## config.mk

```make
export PLATFORM = sky130hd
export DESIGN_NAME = erased_sector_filter
export DESIGN_NICKNAME = d
export VERILOG_FILES = /design/src/rtl/esf_pkg.sv /design/src/rtl/esf_wr_filter.sv /design/src/rtl/esf_rd_scan.sv /design/src/rtl/erased_sector_filter.sv
export SDC_FILE = /design/constraint.sdc
export NUM_CORES = 1
export LEC_CHECK = 0
export BUFFER_PORTS_ARGS = -buffer_cell sky130_fd_sc_hd__buf_2
export CORE_UTILIZATION = 45
export DETAILED_ROUTE_END_ITERATION = 10
export HOLD_SLACK_MARGIN = 0.05
export SYNTH_ARGS = -nofsm -noshare
export SYNTH_HDL_FRONTEND = slang
export SYNTH_HIERARCHICAL = 1
export SYNTH_SLANG_ARGS = --single-unit
```

## constraint.sdc

```tcl
create_clock -name clk -period 2.52 [get_ports clk]
set_clock_uncertainty 0.15 [all_clocks]
set_input_delay 0.126 -clock clk [delete_from_list [all_inputs] [get_ports clk]]
set_output_delay 0.126 -clock clk [all_outputs]
set_load 0.03 [all_outputs]
```

## src/rtl/esf_pkg.sv

```systemverilog
package esf_pkg;
  localparam int PAR_BYTES  = 9;
  localparam int DATA_BYTES = 512;
  localparam logic [7:0] ERASED_BYTE = 8'hFF;
  // Encoder output for a sector that holds only 0xFF, in stream order.
  localparam logic [7:0] BLANK_PARITY [PAR_BYTES] =
    '{8'hCD, 8'h9D, 8'h90, 8'h58, 8'hF4, 8'h8B, 8'hFF, 8'hB7, 8'h6F};
endpackage

```

## src/rtl/esf_wr_filter.sv

```systemverilog
module esf_wr_filter
  import esf_pkg::*;
#(
  parameter int NBYTES = PAR_BYTES
) (
  input  logic       clk,
  input  logic       rst,
  input  logic       in_valid,
  output logic       in_ready,
  input  logic [7:0] in_data,
  output logic       out_valid,
  input  logic       out_ready,
  output logic [7:0] out_data
);
  localparam int IW = $clog2(NBYTES);
  localparam logic [IW-1:0] LAST = IW'(NBYTES - 1);

  typedef enum logic {S_FILL, S_DRAIN} st_t;

  st_t          st_q;
  logic [IW-1:0] idx_q;
  logic          match_q;
  logic          swap_q;
  logic [7:0]    hold_q [NBYTES];
  logic          hit;

  assign hit = (in_data == BLANK_PARITY[idx_q]);

  // Byte store without reset so it can map onto distributed or block memory.
  always_ff @(posedge clk) begin
    if (st_q == S_FILL && in_valid)
      hold_q[idx_q] <= in_data;
  end

  always_ff @(posedge clk) begin
    if (rst) begin
      st_q    <= S_FILL;
      idx_q   <= '0;
      match_q <= 1'b1;
      swap_q  <= 1'b0;
    end else begin
      case (st_q)
        S_FILL: if (in_valid) begin
          if (idx_q == LAST) begin
            st_q   <= S_DRAIN;
            idx_q  <= '0;
            swap_q <= match_q && hit;
          end else begin
            idx_q   <= idx_q + 1'b1;
            match_q <= match_q && hit;
          end
        end
        S_DRAIN: if (out_ready) begin
          if (idx_q == LAST) begin
            st_q    <= S_FILL;
            idx_q   <= '0;
            match_q <= 1'b1;
          end else begin
            idx_q <= idx_q + 1'b1;
          end
        end
        default: st_q <= S_FILL;
      endcase
    end
  end

  assign in_ready  = (st_q == S_FILL);
  assign out_valid = (st_q == S_DRAIN);
  assign out_data  = swap_q ? ERASED_BYTE : hold_q[idx_q];
endmodule

```

## src/rtl/esf_rd_scan.sv

```systemverilog
module esf_rd_scan
  import esf_pkg::*;
#(
  parameter int NPAR  = PAR_BYTES,
  parameter int NDATA = DATA_BYTES
) (
  input  logic       clk,
  input  logic       rst,
  input  logic       valid,
  input  logic [7:0] data,
  output logic       done,
  output logic       erased,
  output logic       decode_go,
  output logic       dirty
);
  localparam int TOTAL = NPAR + NDATA;
  localparam int CW    = $clog2(TOTAL);
  localparam logic [CW-1:0] LASTPOS = CW'(TOTAL - 1);

  logic [CW-1:0] pos_q;
  logic          bad;

  assign bad = dirty || (data != ERASED_BYTE);

  always_ff @(posedge clk) begin
    if (rst) begin
      pos_q     <= '0;
      dirty     <= 1'b0;
      done      <= 1'b0;
      erased    <= 1'b0;
      decode_go <= 1'b0;
    end else begin
      done      <= 1'b0;
      erased    <= 1'b0;
      decode_go <= 1'b0;
      if (valid) begin
        if (pos_q == LASTPOS) begin
          pos_q     <= '0;
          dirty     <= 1'b0;
          done      <= 1'b1;
          erased    <= !bad;
          decode_go <= bad;
        end else begin
          pos_q <= pos_q + 1'b1;
          dirty <= bad;
        end
      end
    end
  end
endmodule

```

## src/rtl/erased_sector_filter.sv

```systemverilog
module erased_sector_filter
  import esf_pkg::*;
(
  input  logic       clk,
  input  logic       rst,
  input  logic       wr_in_valid,
  output logic       wr_in_ready,
  input  logic [7:0] wr_in_data,
  output logic       wr_out_valid,
  input  logic       wr_out_ready,
  output logic [7:0] wr_out_data,
  input  logic       rd_valid,
  input  logic [7:0] rd_data,
  output logic       rd_done,
  output logic       rd_erased,
  output logic       rd_decode_go,
  output logic       rd_dirty
);
  esf_wr_filter #(.NBYTES(PAR_BYTES)) wr_i (
    .clk(clk), .rst(rst),
    .in_valid(wr_in_valid), .in_ready(wr_in_ready), .in_data(wr_in_data),
    .out_valid(wr_out_valid), .out_ready(wr_out_ready), .out_data(wr_out_data)
  );

  esf_rd_scan #(.NPAR(PAR_BYTES), .NDATA(DATA_BYTES)) rd_i (
    .clk(clk), .rst(rst),
    .valid(rd_valid), .data(rd_data),
    .done(rd_done), .erased(rd_erased), .decode_go(rd_decode_go),
    .dirty(rd_dirty)
  );
endmodule

```

-- Word-level counts from Yosys, hierarchy flattened
Memory sizes are Yosys's and may differ from the RTL's. A register that Yosys moved wholly into a read port is not among the register bits.
Index checks and enable logic that the tools add are counted.
- memory bits (read-only): 128
- memories kept: 2
- memory bits (writable): 72
- logic and storage cells: 59
- flip-flop bits (word level): 21
- memories (name ; depth ; width ; read ports ; clocked after Yosys merged registers in ; write ports ; line ; source):
    (name not given) ; 16 ; 8 ; 1 ; 0 ; 0 ; esf_wr_filter.sv:27 ; assign hit = (in_data == BLANK_PARITY[idx_q]);
    wr_i.hold_q ; 9 ; 8 ; 1 ; 1 ; 1 ; esf_wr_filter.sv:24 ; logic [7:0] hold_q [NBYTES];
- order comparisons: 1
- $add $sub $neg: 2
- multiplexer cells: 24
- reductions and logical operators: 9
- bitwise logic cells: 4
- equality and inequality tests: 8
- operators by type and width (kind ; count):
    $mux W8 ; 3
    $mux W4 ; 5
    $mux W1 ; 12
    $add A10 B1 Y10 const B ; 1
    $eq A10 B10 Y1 const B ; 1
    $mux W10 ; 1
    $eq A8 B8 Y1 ; 1
    $ne A2 B2 Y1 const B ; 4
    $ne A8 B8 Y1 const B ; 1
    $pmux W4 S2 ; 1
    $ge A5 B5 Y1 const B ; 1
    $not A4 Y5 ; 1
    $add A4 B1 Y4 const B ; 1
    $eq A4 B4 Y1 const B ; 1
    $pmux W1 S2 ; 2
    $reduce_and A4 Y1 ; 1
    $not A1 Y1 ; 3
    $reduce_and A3 Y1 ; 1
    $reduce_or A3 Y1 ; 1
    $logic_and A1 B1 Y1 ; 2
    $reduce_and A2 Y1 ; 1
    $reduce_or A2 Y1 ; 1
    $logic_not A1 Y1 ; 1
    $logic_or A1 B1 Y1 ; 1

-- Longest topological paths before layout
- word-level depth: 9
- gate-level depth with buffers: 7
- gate-level depth less buffers: 7

-- Modules after synthesis
The synthesis kept the hierarchy.
- by module, submodules not included (module ; instances ; area each (um2) ; cells each ; seq. area each (um2)):
    esf_wr_filter ; 1 ; 3580.9 ; 215 ; 2382.3
    esf_rd_scan ; 1 ; 668.1 ; 70 ; 280.3

-- Worst setup path before layout
No wires, ideal clock.
- kind: reg2reg
- start point: reg wr_i.idx_q[0]
- end point: reg wr_i.swap_q
- path buffers: 0
- setup slack: 0.289 ns
- arrival time: 1.986 ns
- stages on the path, launching flop included: 8
- library setup time: 0.096 ns
- cell sequence: dfxtp_1 inv_1 ha_1 or4b_1 a21o_1 a32oi_1 nand4_1 o41ai_2
- longest elaborated chain between the ends: 6
- ends and longest elaborated chain (element ; line ; source):
    start, declared ; esf_wr_filter.sv:21 ; logic [IW-1:0] idx_q;
    start signal, assigned ; esf_wr_filter.sv:49 ; idx_q <= idx_q + 1'b1;
    start signal, assigned ; esf_wr_filter.sv:59 ; idx_q <= idx_q + 1'b1;
    $not A4 Y5 (implied by the code) ; esf_wr_filter.sv:27 ;
    $mem_v2 Z16 W8 ; -- ;
    $mux W8 (implied by the code) (2 in series) ; esf_wr_filter.sv:27 ;
    $eq A8 B8 Y1 ; esf_wr_filter.sv:27 ;
    $logic_and A1 B1 Y1 ; esf_wr_filter.sv:47 ; swap_q <= match_q && hit;
    end signal, assigned ; esf_wr_filter.sv:47 ;
    end, declared ; esf_wr_filter.sv:23 ; logic swap_q;
Parallel ways exist; a longest one is shown, timed or not. The select of a mux whose other input is x is not followed.
A chain may end at the register's enable or synchronous reset.

==> reports/qor.txt <==
status: finished, final reports clean
final worst slack: 114.3 ps
pre-CTS WS: 368.8 ps
Post-synth ARST share: 0%
final core occ: 53.43%
most common cell after layout, fill and taps aside: edfxtp_1
WS Path Type: reg2out
Slew Limit Headroom: 58.70%
Slew @ Worst Pin: 617.4 ps
Layout area overhead: 15.64%
RR Endpoint: wr_i/out_valid
top cell type by total area after synthesis: edfxtp_1
Final Critical Period: 2406 ps
Worst-path clk slew: 90 ps
1st-iter DRT viols: 108
Worst Setup Start Kind: flop
syn_nets: 315
Max Buffers Root-to-Sink: 2
final worst-path cycle share: 95.46%
Req. time, crit path: 2240 ps
TritonCTS clock tree: done
die area: 9835 µm²
commonest cells after routing, fill and taps aside: edfxtp_1 (72), buf_2 (34), dfxtp_1 (25)
Final setup viols: 0
reg2reg path depth: 9
count of cell types in the netlist: 50
WL/cell: 18.47 µm
vias: 2555
Critical Path AT: 2130 ps
row count: 35
Synth Cell Area: 4249 µm²
core area: 9196 µm²
I/O Buffers: 34
initial antenna violation count: 0
Critical R2R Launch: wr_i/idx_q[0]
number of antenna diodes: 0
largest net degree at the start of global routing: 20
Die W: 99.17 µm
hold-critical path depth: 5
Residual DRC: 0
CTS H-tree depth: 3
Starting Density: 46.20%
maximum clock rate: 415.7 MHz
first drt pass iteration count: 4
Crit Path Max Fanout: 16
Pleak: 1.648 nW
setup_tns: 0 ps
Placed Cells: 428
GRT Residual Overflow: 0
post-synth top area share: 50.88%
final net count: 374
Seq/Total Area, Yosys: 62.66%
share of cells above drive strength 1: 26.65%
Worst Setup End Kind: output pin
Final ANT Viol Nets: 0
die height: 99.17 µm
Syn Inst Count: 285
GRT Total Usage: 18.72%
Max Slew Vio Count: 0
syn_area_per_cell: 14.91 µm²
first-pass GRT wire length: 13300 µm
clock latency on the worst-skew pair: 360 ps
CTS sink cnt: 97
MaxCap Viol Count: 0
I/O pins: 35
Hold Path Class: in2reg
pwr dens: 606.1 nW/µm²
gpl congestion: 0.7808
post-DP HPWL: 5491 µm
post-CTS setup buffer count: 0
Hold Fails Final Rpt: 0
number of global-route vias before repair: 2504
flop-to-flop setup slack: 220 ps
Post-synth top flop: edfxtp_1
Hold Crit Endpoint: wr_i/match_q
Synth Warn #: 6
synth top area cells: edfxtp_1 (51%), dfxtp_1 (12%), mux4_2 (8.5%)
RSZ-0062 raised after global routing: no
routed vias/inst: 5.554
CTS Buf Count: 9
number of enable flip-flop cells after synthesis: 72
VDD IR max: 219.7 µV
hold_sp: wr_in_valid
Synth Register Bits: 97
Layout Cells excl Fill: 460
final WL: 8498 µm
root buffer cell: clkbuf_8
routing by layer:
layer / vias up / wire (µm) / global-route usage, %
met5: - / 0 / 0
met4: 0 / 150 / 8.824
met3: 11 / 304 / 2.741
met2: 48 / 4016 / 30.23
met1: 1276 / 4027 / 25.24
li1: 1220 / - / -
power by group:
group          internal, mW  switching (mW)
registers              1.74          0.0170
logic                 0.141           0.172
clock network         0.366           0.538
registers in the layout (all words and copies together), names as in the netlist, named ones only:
register and count:
wr_i/idx_q 4, wr_i/match_q 1, wr_i/hold_q 72, wr_i/out_valid 1, rd_i/decode_go 1, rd_i/pos_q 10, wr_i/swap_q 1, rd_i/erased 1
rd_i/done 1, rd_i/dirty 1
Yosys cell counts (8+ instances only):
cell type / instances
edfxtp_1: 72
dfxtp_1: 25
mux4_2: 16
nor2_1: 16
a21oi_1: 13
mux2i_1: 11
o21ai_0: 10
and2_1: 9
ha_1: 9
nand2b_1: 9
mux2_2: 8
or3_1: 8
repair_timing:
item	CTS	global route
hold buffers	16	0
hold endpoints to repair	85	0
resized for setup	0	1
endpoints found under the setup margin	0	1
layout make-up:
cell class | count | area [µm²]
clock inverter | 5 | 37.54
multi-input combinational | 170 | 1506
timing repair buffer | 59 | 410.4
fill | 798 | 4283
sequential | 97 | 2663
inverter | 7 | 26.28
clock buffer | 11 | 131.4
tap | 111 | 138.9
worst max-delay path, stage by stage, from the launching register on:
cell and delay [ps]:
dfxtp_1 360, buf_12 190, mux4_2 510, mux2_2 280
mux2i_1 190, nand2b_1 70, buf_2 170
cells by family after synthesis:
family | Yosys count | share of synthesized area [%]
compound gates | 39 | 6.596
xor+xnor | 5 | 1.031
fa+ha+maj | 9 | 2.650
buf+inv | 18 | 1.914
flops | 97 | 62.66
mux | 35 | 13.19
simple gates | 82 | 11.96
worst max path at each step:
stage,start,endpoint,slack (ps),cells past startpoint
after floorplan,wr_i/idx_q[0],wr_i/swap_q,290,7
after global placement,wr_i/idx_q[0],wr_i/swap_q,400,7
after detailed placement,wr_i/idx_q[0],wr_i/swap_q,370,7
after CTS,flop,wr_out_data[6],90,6
after global routing,flop,wr_out_data[6],10,6
final,flop,wr_out_data[6],110,6
metrics by stage:
step	hold slack [ps]	power, mW	cell area (µm²)
after CTS	86.92	3.016	4912
after global routing	102.3	3.107	4913
after floorplan	45.51	1.990	4249
after detailed placement	317.1	2.098	4583
after global placement	304.1	2.093	4583
final	109.5	2.978	4913
Power figures use the tool's default switching activity.
